File: config.mk
export PLATFORM = sky130hd
export DESIGN_NAME = comma_word_aligner
export DESIGN_NICKNAME = d
export VERILOG_FILES = /design/src/rtl/comma_align_pkg.sv /design/src/rtl/comma_window.sv /design/src/rtl/bit_grid.sv /design/src/rtl/rclk_former.sv /design/src/rtl/char_capture.sv /design/src/rtl/comma_word_aligner.sv
export SDC_FILE = /design/constraint.sdc
export NUM_CORES = 1
export LEC_CHECK = 0
export ABC_AREA = 1
export BUFFER_PORTS_ARGS = -buffer_cell sky130_fd_sc_hd__buf_4
export CORE_MARGIN = 5
export CORE_UTILIZATION = 50
export CTS_CLUSTER_DIAMETER = 50
export CTS_CLUSTER_SIZE = 24
export DETAILED_ROUTE_END_ITERATION = 10
export HOLD_SLACK_MARGIN = 0.05
export PLACE_DENSITY = 0.73
export SLEW_MARGIN = 10
export SYNTH_ARGS = -nofsm -noshare
export SYNTH_HDL_FRONTEND = slang
export SYNTH_SLANG_ARGS = --single-unit
File: constraint.sdc
create_clock -name clk -period 1.8 [get_ports clk]
set_input_delay 0.36 -clock clk [delete_from_list [all_inputs] [get_ports clk]]
set_output_delay 0.36 -clock clk [all_outputs]
set_load 0.01 [all_outputs]
File: src/rtl/comma_align_pkg.sv
`timescale 1ns/1ps
package comma_align_pkg;

   // grid events produced once per bit time
   typedef struct packed {
      logic realign;   // grid jumps to the comma target position
      logic load;      // a character boundary is reached this bit
      logic load_a;    // the boundary closes the clock-sampled character
   } grid_evt_t;

endpackage

File: src/rtl/comma_window.sv
`timescale 1ns/1ps
module comma_window #(
   parameter int unsigned CHAR_W = 10,
   parameter int unsigned COMMA_W = 7,
   parameter logic [COMMA_W-1:0] COMMA_PAT = 7'b1111100
) (
   input  logic              clk,
   input  logic              rst_n,
   input  logic              ser_bit,
   output logic [CHAR_W-1:0] shift_next,
   output logic              hit
);

   logic [CHAR_W-1:0]  shreg;
   logic [COMMA_W-1:0] window;
   logic [COMMA_W-1:0] bit_eq;

   // newest bit enters at the top, so bit 0 is the oldest of the last CHAR_W
   assign shift_next = {ser_bit, shreg[CHAR_W-1:1]};
   assign window     = shift_next[CHAR_W-1 -: COMMA_W];

   for (genvar i = 0; i < COMMA_W; i++) begin : g_cmp
      assign bit_eq[i] = window[i] ~^ COMMA_PAT[i];
   end

   assign hit = &bit_eq;

   always_ff @(posedge clk or negedge rst_n) begin
      if (!rst_n) shreg <= '0;
      else        shreg <= shift_next;
   end

endmodule

File: src/rtl/bit_grid.sv
`timescale 1ns/1ps
module bit_grid
   import comma_align_pkg::*;
#(
   parameter int unsigned CHAR_W = 10,
   parameter int unsigned COMMA_W = 7,
   localparam int unsigned PW = $clog2(2 * CHAR_W)
) (
   input  logic          clk,
   input  logic          rst_n,
   input  logic          div10,
   input  logic          align_en,
   input  logic          hit,
   output logic [PW-1:0] pos,
   output logic [PW-1:0] pos_next,
   output grid_evt_t     evt
);

   localparam logic [PW-1:0] LAST10 = PW'(CHAR_W - 1);
   localparam logic [PW-1:0] LAST20 = PW'(2 * CHAR_W - 1);
   localparam logic [PW-1:0] TGT10  = PW'(COMMA_W);
   localparam logic [PW-1:0] TGT20  = PW'(CHAR_W + COMMA_W);
   localparam logic [PW-1:0] ONE    = PW'(1);

   logic [PW-1:0] last_pos;
   logic [PW-1:0] target;
   logic [PW-1:0] step;
   logic          aligned;
   logic          boundary;

   always_comb begin
      last_pos = div10 ? LAST10 : LAST20;
      target   = div10 ? TGT10 : TGT20;
      // the seventh comma bit belongs one position before the target
      aligned  = (pos == target - ONE);
      step     = (pos >= last_pos) ? '0 : pos + ONE;

      evt.realign = align_en & hit & ~aligned;
      pos_next    = evt.realign ? target : step;

      boundary    = (pos == LAST10) | (pos == LAST20);
      evt.load    = boundary & ~evt.realign;
      evt.load_a  = evt.load & (div10 | (pos == LAST20));
   end

   always_ff @(posedge clk or negedge rst_n) begin
      if (!rst_n) pos <= '0;
      else        pos <= pos_next;
   end

endmodule

File: src/rtl/rclk_former.sv
`timescale 1ns/1ps
module rclk_former #(
   parameter int unsigned CHAR_W = 10,
   parameter bit COMPL_REG = 1'b1,
   localparam int unsigned PW = $clog2(2 * CHAR_W)
) (
   input  logic          clk,
   input  logic          rst_n,
   input  logic          div10,
   input  logic [PW-1:0] pos,
   input  logic [PW-1:0] pos_next,
   input  logic          realign,
   output logic          rclk_p,
   output logic          rclk_n
);

   localparam logic [PW-1:0] RISE   = PW'(CHAR_W / 2);
   localparam logic [PW-1:0] FALL10 = PW'(CHAR_W);
   localparam logic [PW-1:0] FALL20 = PW'(CHAR_W / 2 + CHAR_W);

   function automatic logic grid_lvl(input logic [PW-1:0] p, input logic d10);
      return (p >= RISE) && (p < (d10 ? FALL10 : FALL20));
   endfunction

   logic hold;
   logic hold_d;
   logic rclk_q;
   logic rclk_d;
   logic lvl_now;
   logic lvl_new;

   always_comb begin
      lvl_now = grid_lvl(pos, div10);
      lvl_new = grid_lvl(pos_next, div10);
      hold_d  = hold;
      rclk_d  = rclk_q;
      if (realign) begin
         // freeze the present level; the grid just jumped
         hold_d = 1'b1;
      end else if (hold) begin
         // resume only on a fresh grid edge into the frozen level
         if (lvl_new == rclk_q && lvl_now != rclk_q) hold_d = 1'b0;
      end else begin
         rclk_d = lvl_new;
      end
   end

   always_ff @(posedge clk or negedge rst_n) begin
      if (!rst_n) begin
         hold   <= 1'b0;
         rclk_q <= 1'b0;
      end else begin
         hold   <= hold_d;
         rclk_q <= rclk_d;
      end
   end

   assign rclk_p = rclk_q;

   if (COMPL_REG) begin : g_compl_reg
      logic rclkn_q;
      always_ff @(posedge clk or negedge rst_n) begin
         if (!rst_n) rclkn_q <= 1'b1;
         else        rclkn_q <= ~rclk_d;
      end
      assign rclk_n = rclkn_q;
   end else begin : g_compl_inv
      assign rclk_n = ~rclk_q;
   end

endmodule

File: src/rtl/char_capture.sv
`timescale 1ns/1ps
module char_capture #(
   parameter int unsigned CHAR_W = 10,
   parameter int unsigned COMMA_W = 7,
   parameter logic [COMMA_W-1:0] COMMA_PAT = 7'b1111100
) (
   input  logic              clk,
   input  logic              rst_n,
   input  logic              align_en,
   input  logic              load,
   input  logic              load_a,
   input  logic [CHAR_W-1:0] shift_next,
   output logic [CHAR_W-1:0] char_out,
   output logic              comma_flag
);

   logic at_head;

   assign at_head = (shift_next[COMMA_W-1:0] == COMMA_PAT);

   always_ff @(posedge clk or negedge rst_n) begin
      if (!rst_n) begin
         char_out   <= '0;
         comma_flag <= 1'b0;
      end else if (load) begin
         char_out   <= shift_next;
         comma_flag <= align_en & load_a & at_head;
      end else begin
         comma_flag <= comma_flag & align_en;
      end
   end

endmodule

File: src/rtl/comma_word_aligner.sv
`timescale 1ns/1ps
module comma_word_aligner
   import comma_align_pkg::*;
#(
   parameter int unsigned CHAR_W = 10,
   parameter int unsigned COMMA_W = 7,
   parameter logic [COMMA_W-1:0] COMMA_PAT = 7'b1111100,
   parameter bit COMPL_REG = 1'b1
) (
   input  logic              clk,
   input  logic              rst_n,
   input  logic              ser_bit,
   input  logic              align_en,
   input  logic              div10_sel,
   output logic [CHAR_W-1:0] char_out,
   output logic              rclk_p,
   output logic              rclk_n,
   output logic              comma_flag
);

   localparam int unsigned PW = $clog2(2 * CHAR_W);

   if (CHAR_W % 2 != 0) begin : g_bad_even
      $error("CHAR_W must be even");
   end
   if (COMMA_W < 2 || COMMA_W >= CHAR_W) begin : g_bad_comma
      $error("COMMA_W must be at least 2 and below CHAR_W");
   end

   logic [CHAR_W-1:0] shift_next;
   logic              hit;
   logic [PW-1:0]     pos;
   logic [PW-1:0]     pos_next;
   grid_evt_t         evt;

   comma_window #(
      .CHAR_W(CHAR_W), .COMMA_W(COMMA_W), .COMMA_PAT(COMMA_PAT)
   ) i_window (
      .clk(clk), .rst_n(rst_n), .ser_bit(ser_bit),
      .shift_next(shift_next), .hit(hit)
   );

   bit_grid #(
      .CHAR_W(CHAR_W), .COMMA_W(COMMA_W)
   ) i_grid (
      .clk(clk), .rst_n(rst_n), .div10(div10_sel), .align_en(align_en),
      .hit(hit), .pos(pos), .pos_next(pos_next), .evt(evt)
   );

   rclk_former #(
      .CHAR_W(CHAR_W), .COMPL_REG(COMPL_REG)
   ) i_clk (
      .clk(clk), .rst_n(rst_n), .div10(div10_sel), .pos(pos),
      .pos_next(pos_next), .realign(evt.realign),
      .rclk_p(rclk_p), .rclk_n(rclk_n)
   );

   char_capture #(
      .CHAR_W(CHAR_W), .COMMA_W(COMMA_W), .COMMA_PAT(COMMA_PAT)
   ) i_cap (
      .clk(clk), .rst_n(rst_n), .align_en(align_en), .load(evt.load),
      .load_a(evt.load_a), .shift_next(shift_next),
      .char_out(char_out), .comma_flag(comma_flag)
   );

endmodule

==> metrics.md <==
| Metric | Value |
|---|---|
| Status | `complete, but fails checks` |
| Failing checks | `negative setup slack` |
| Critical Path RT | `2.08 ns` |
| Setup violators final | `4` |
| Post-synthesis average cell area | `9.195 sq um` |
| Synthesis-to-layout area growth | `42.35%` |
| Synth Area in Adders | `0.06267` |
| Overflow after GRT | `0` |
| Crit Path Category | `register to register` |
| Fraction of synthesized area in multiplexers | `0` |
| Final TNS setup | `-0.6317 ns` |
| Tcrit/Tclk final | `1.122` |
| Initial core utilization | `0.5157` |
| H-tree depth | `1` |
| Largest net degree at the start of global routing | `29` |
| Cell area after synthesis | `1398 sq um` |
| Global-route wire length before repair | `5.319 mm` |
| Top_reg_cell synth | `dfrtp_1` |
| Worst Hold Class | `primary input to register` |
| WL/cell | `13.97 um` |
| Routability cong. | `0.9234` |
| Core ar. | `2710 sq um` |
| P_leak | `1.003 nW` |
| Sequential area share after synthesis | `0.5022` |
| Placed cell area | `1789 sq um` |
| I/O Buffers | `17` |
| Via count | `1,200` |
| Max Clk Rate | `495.0 MHz` |
| Die area | `3953 sq um` |
| Routed Antenna Nets | `0` |
| Nets | `218` |
| Worst vdd ir | `1187 uV` |
| Syn Nets | `164` |
| Die height | `62.87 um` |
| Post-synthesis xor/xnor area fraction | `0.01880` |
| Fin area | `1989 sq um` |
| Fin util | `0.7341` |
| CTS buffer count | `3` |
| Power per cell area | `1663 nW/um^2` |
| Total GRT Usage | `0.1682` |
| Worst Path Arrival | `2.30 ns` |
| Routed vias/inst | `5.085` |
| Share of cells above drive strength 1 | `0.4927` |
| Syn Inst Count | `152` |
| RSZ-0062 raised after global routing | `true` |
| Clock skew | `0.01443 ns` |
| Type of origin of the critical path | `register` |
| Yosys reg bits | `28` |
| Setup slack at placement | `-0.4380 ns` |
| Hold WS | `0.2371 ns` |
| EDFF count, synth | `0` |
| Post-synthesis compound-gate area fraction | `0.06893` |
| Initial antenna violation count | `0` |
| Combinational family with the most area after synthesis | `simple AND/OR/NAND/NOR gates` |
| Clk root buf | `clkbuf_4` |
| Number of cell rows | `19` |
| Ports | `18` |
| Worst setup EP type | `register` |
| Fin crit period | `2.020 ns` |
| Least-Margin Pin Slew | `0.3958 ns` |
| Final non-filler cell total | `236` |
| 1st-iter DRT viols | `26` |
| Worst Path Max Fanout | `3` |
| Post-synthesis cell type count | `26` |
| Post-Place Cells | `225` |
| Worst setup margin | `-0.2202 ns` |
| Dpl hpwl | `2.381 mm` |
| Clock Latency Late Sink | `0.32 ns` |
| ANT cells | `0` |
| Final number of max-transition violations | `0` |
| Asr flop ratio synth | `1.000` |
| Final WL | `3.298 mm` |
| Synth warn | `0` |
| Die X | `62.87 um` |
| Simple-Gate Fraction of Synth Area | `0.2811` |
| Worst-case clock buffer depth | `2` |
| Hold Violations, Final | `0` |
| Worst slew margin | `0.7333` |
| Residual DRC | `0` |
| Total power | `3.308 mW` |
| Vias in the first global route | `1,210` |
| CTS tree | `built` |
| Clk sinks | `28` |
| Clock Pin Slew Worst Setup and Hold Paths | `0.15 ns` |
| TritonRoute pass-1 iters | `4` |
| Max Cap Viol | `0` |
==> per-layer routing <==
metal  GRT usage  vias to the layer above  part of all wire
met5           0                        -                 0
met3     0.02698                        6             0.030
met1      0.1982                      580              0.39
li1            -                      593                 -
met4     0.09284                        0             0.021
met2      0.2872                       21              0.55
==> synth_stat cells, drive strengths merged, types with 2 or more instances <==
cell   count  share of area
nand4      3          0.013
nor4       2         0.0090
xor2       2          0.013
nand3     16          0.070
a21oi      2         0.0072
nand2     44           0.13
nor2      13          0.058
o21ai      8          0.045
dfrtp     27           0.48
inv       21          0.058
ha         7          0.063
==> final timing paths <==
check / slack, ns / from / depth (start not counted) / end
setup / recovery: -0.22 / i_grid.pos[4]$_DFF_PN0_ / 18 / i_clk.hold$_DFF_PN0_
setup reg to reg: -0.22 / i_grid.pos[4]$_DFF_PN0_ / 18 / i_clk.hold$_DFF_PN0_
hold / removal: 0.24 / ser_bit / 2 / i_window.shreg[9]$_DFF_PN0_
max in group asynchronous: 1.04 / rst_n / 2 / i_clk.rclk_n$_DFF_PN1_
hold reg to reg: 0.40 / i_window.shreg[3]$_DFF_PN0_ / 0 / i_window.shreg[2]$_DFF_PN0_
min in group asynchronous: 0.47 / rst_n / 2 / i_window.shreg[6]$_DFF_PN0_
==> state kept, by name, summed over array words and instances, names as in the netlist <==
name / count
i_cap.char_out: 10
i_grid.pos: 5
i_cap.comma_flag: 1
i_clk.hold: 1
i_clk.rclk_n: 1
i_clk.rclk_p: 1
i_window.shreg: 9
==> cell type report <==
| type | instances | area [sq um] |
|---|---|---|
| multi-input cells | 102 | 737.0 |
| inverters | 21 | 88.84 |
| clock buffers | 4 | 36.28 |
| flip-flops and latches | 28 | 703.2 |
| repair buffers | 50 | 385.4 |
| well taps | 31 | 38.79 |
| fillers | 208 | 720.7 |
==> worst max-delay path, stage by stage (launching register included) <==
cell and delay, ns:
dfrtp_1 0.45, ha_4 0.28, nand2_4 0.08, inv_2 0.04, nand2_2 0.07, nand2_2 0.06
nor2_4 0.11, nand3_2 0.10, nand2_4 0.09, ha_4 0.19, nand2_2 0.05, inv_2 0.03
nand2_2 0.04, nand2_2 0.05, nand2_2 0.07, nand2_2 0.05, nand2_1 0.05, nand3_1 0.08
nand2_1 0.07
==> kinds of logic (layout without fill, tap and decap cells) <==
logic type                 count (synthesis)  after routing
DFF                                       28             28
and+or+nand+nor                           79             79
buffers and inverters                     22             75
xor gates and xnor gates                   3              3
AOI/OAI and AO/OA                         13             13
adders and majority gates                  7              7
==> timing repair <==
action / 4_1_cts / 5_1_grt
pin swaps: 7 / 14
resized for setup: 6 / 22
hold buffers: 1 / 0
setup buffers: 4 / 3
hold endpoints to repair: 27 / 0
endpoints found under the setup margin: 4 / 14
==> report_power, final <==
group | switching [mW] | internal (mW) | leakage, nW
sequential | 0.155 | 0.837 | 0.343
clock | 0.172 | 0.124 | 0.0210
combinational | 1.04 | 0.978 | 0.639
==> cells in the final DEF (no fill, tap or decap), types with 5 or more instances in the layout <==
cell | synthesis | routed
ha_4 | 0 | 5
dfrtp_1 | 27 | 26
o21ai_2 | 6 | 6
buf_4 | 0 | 47
nand3_1 | 14 | 12
inv_1 | 14 | 12
nand2_1 | 40 | 31
nand2_2 | 4 | 10
nor2_4 | 4 | 5
inv_2 | 6 | 6
nor2_1 | 8 | 6
(Power assumes the default switching activity.)
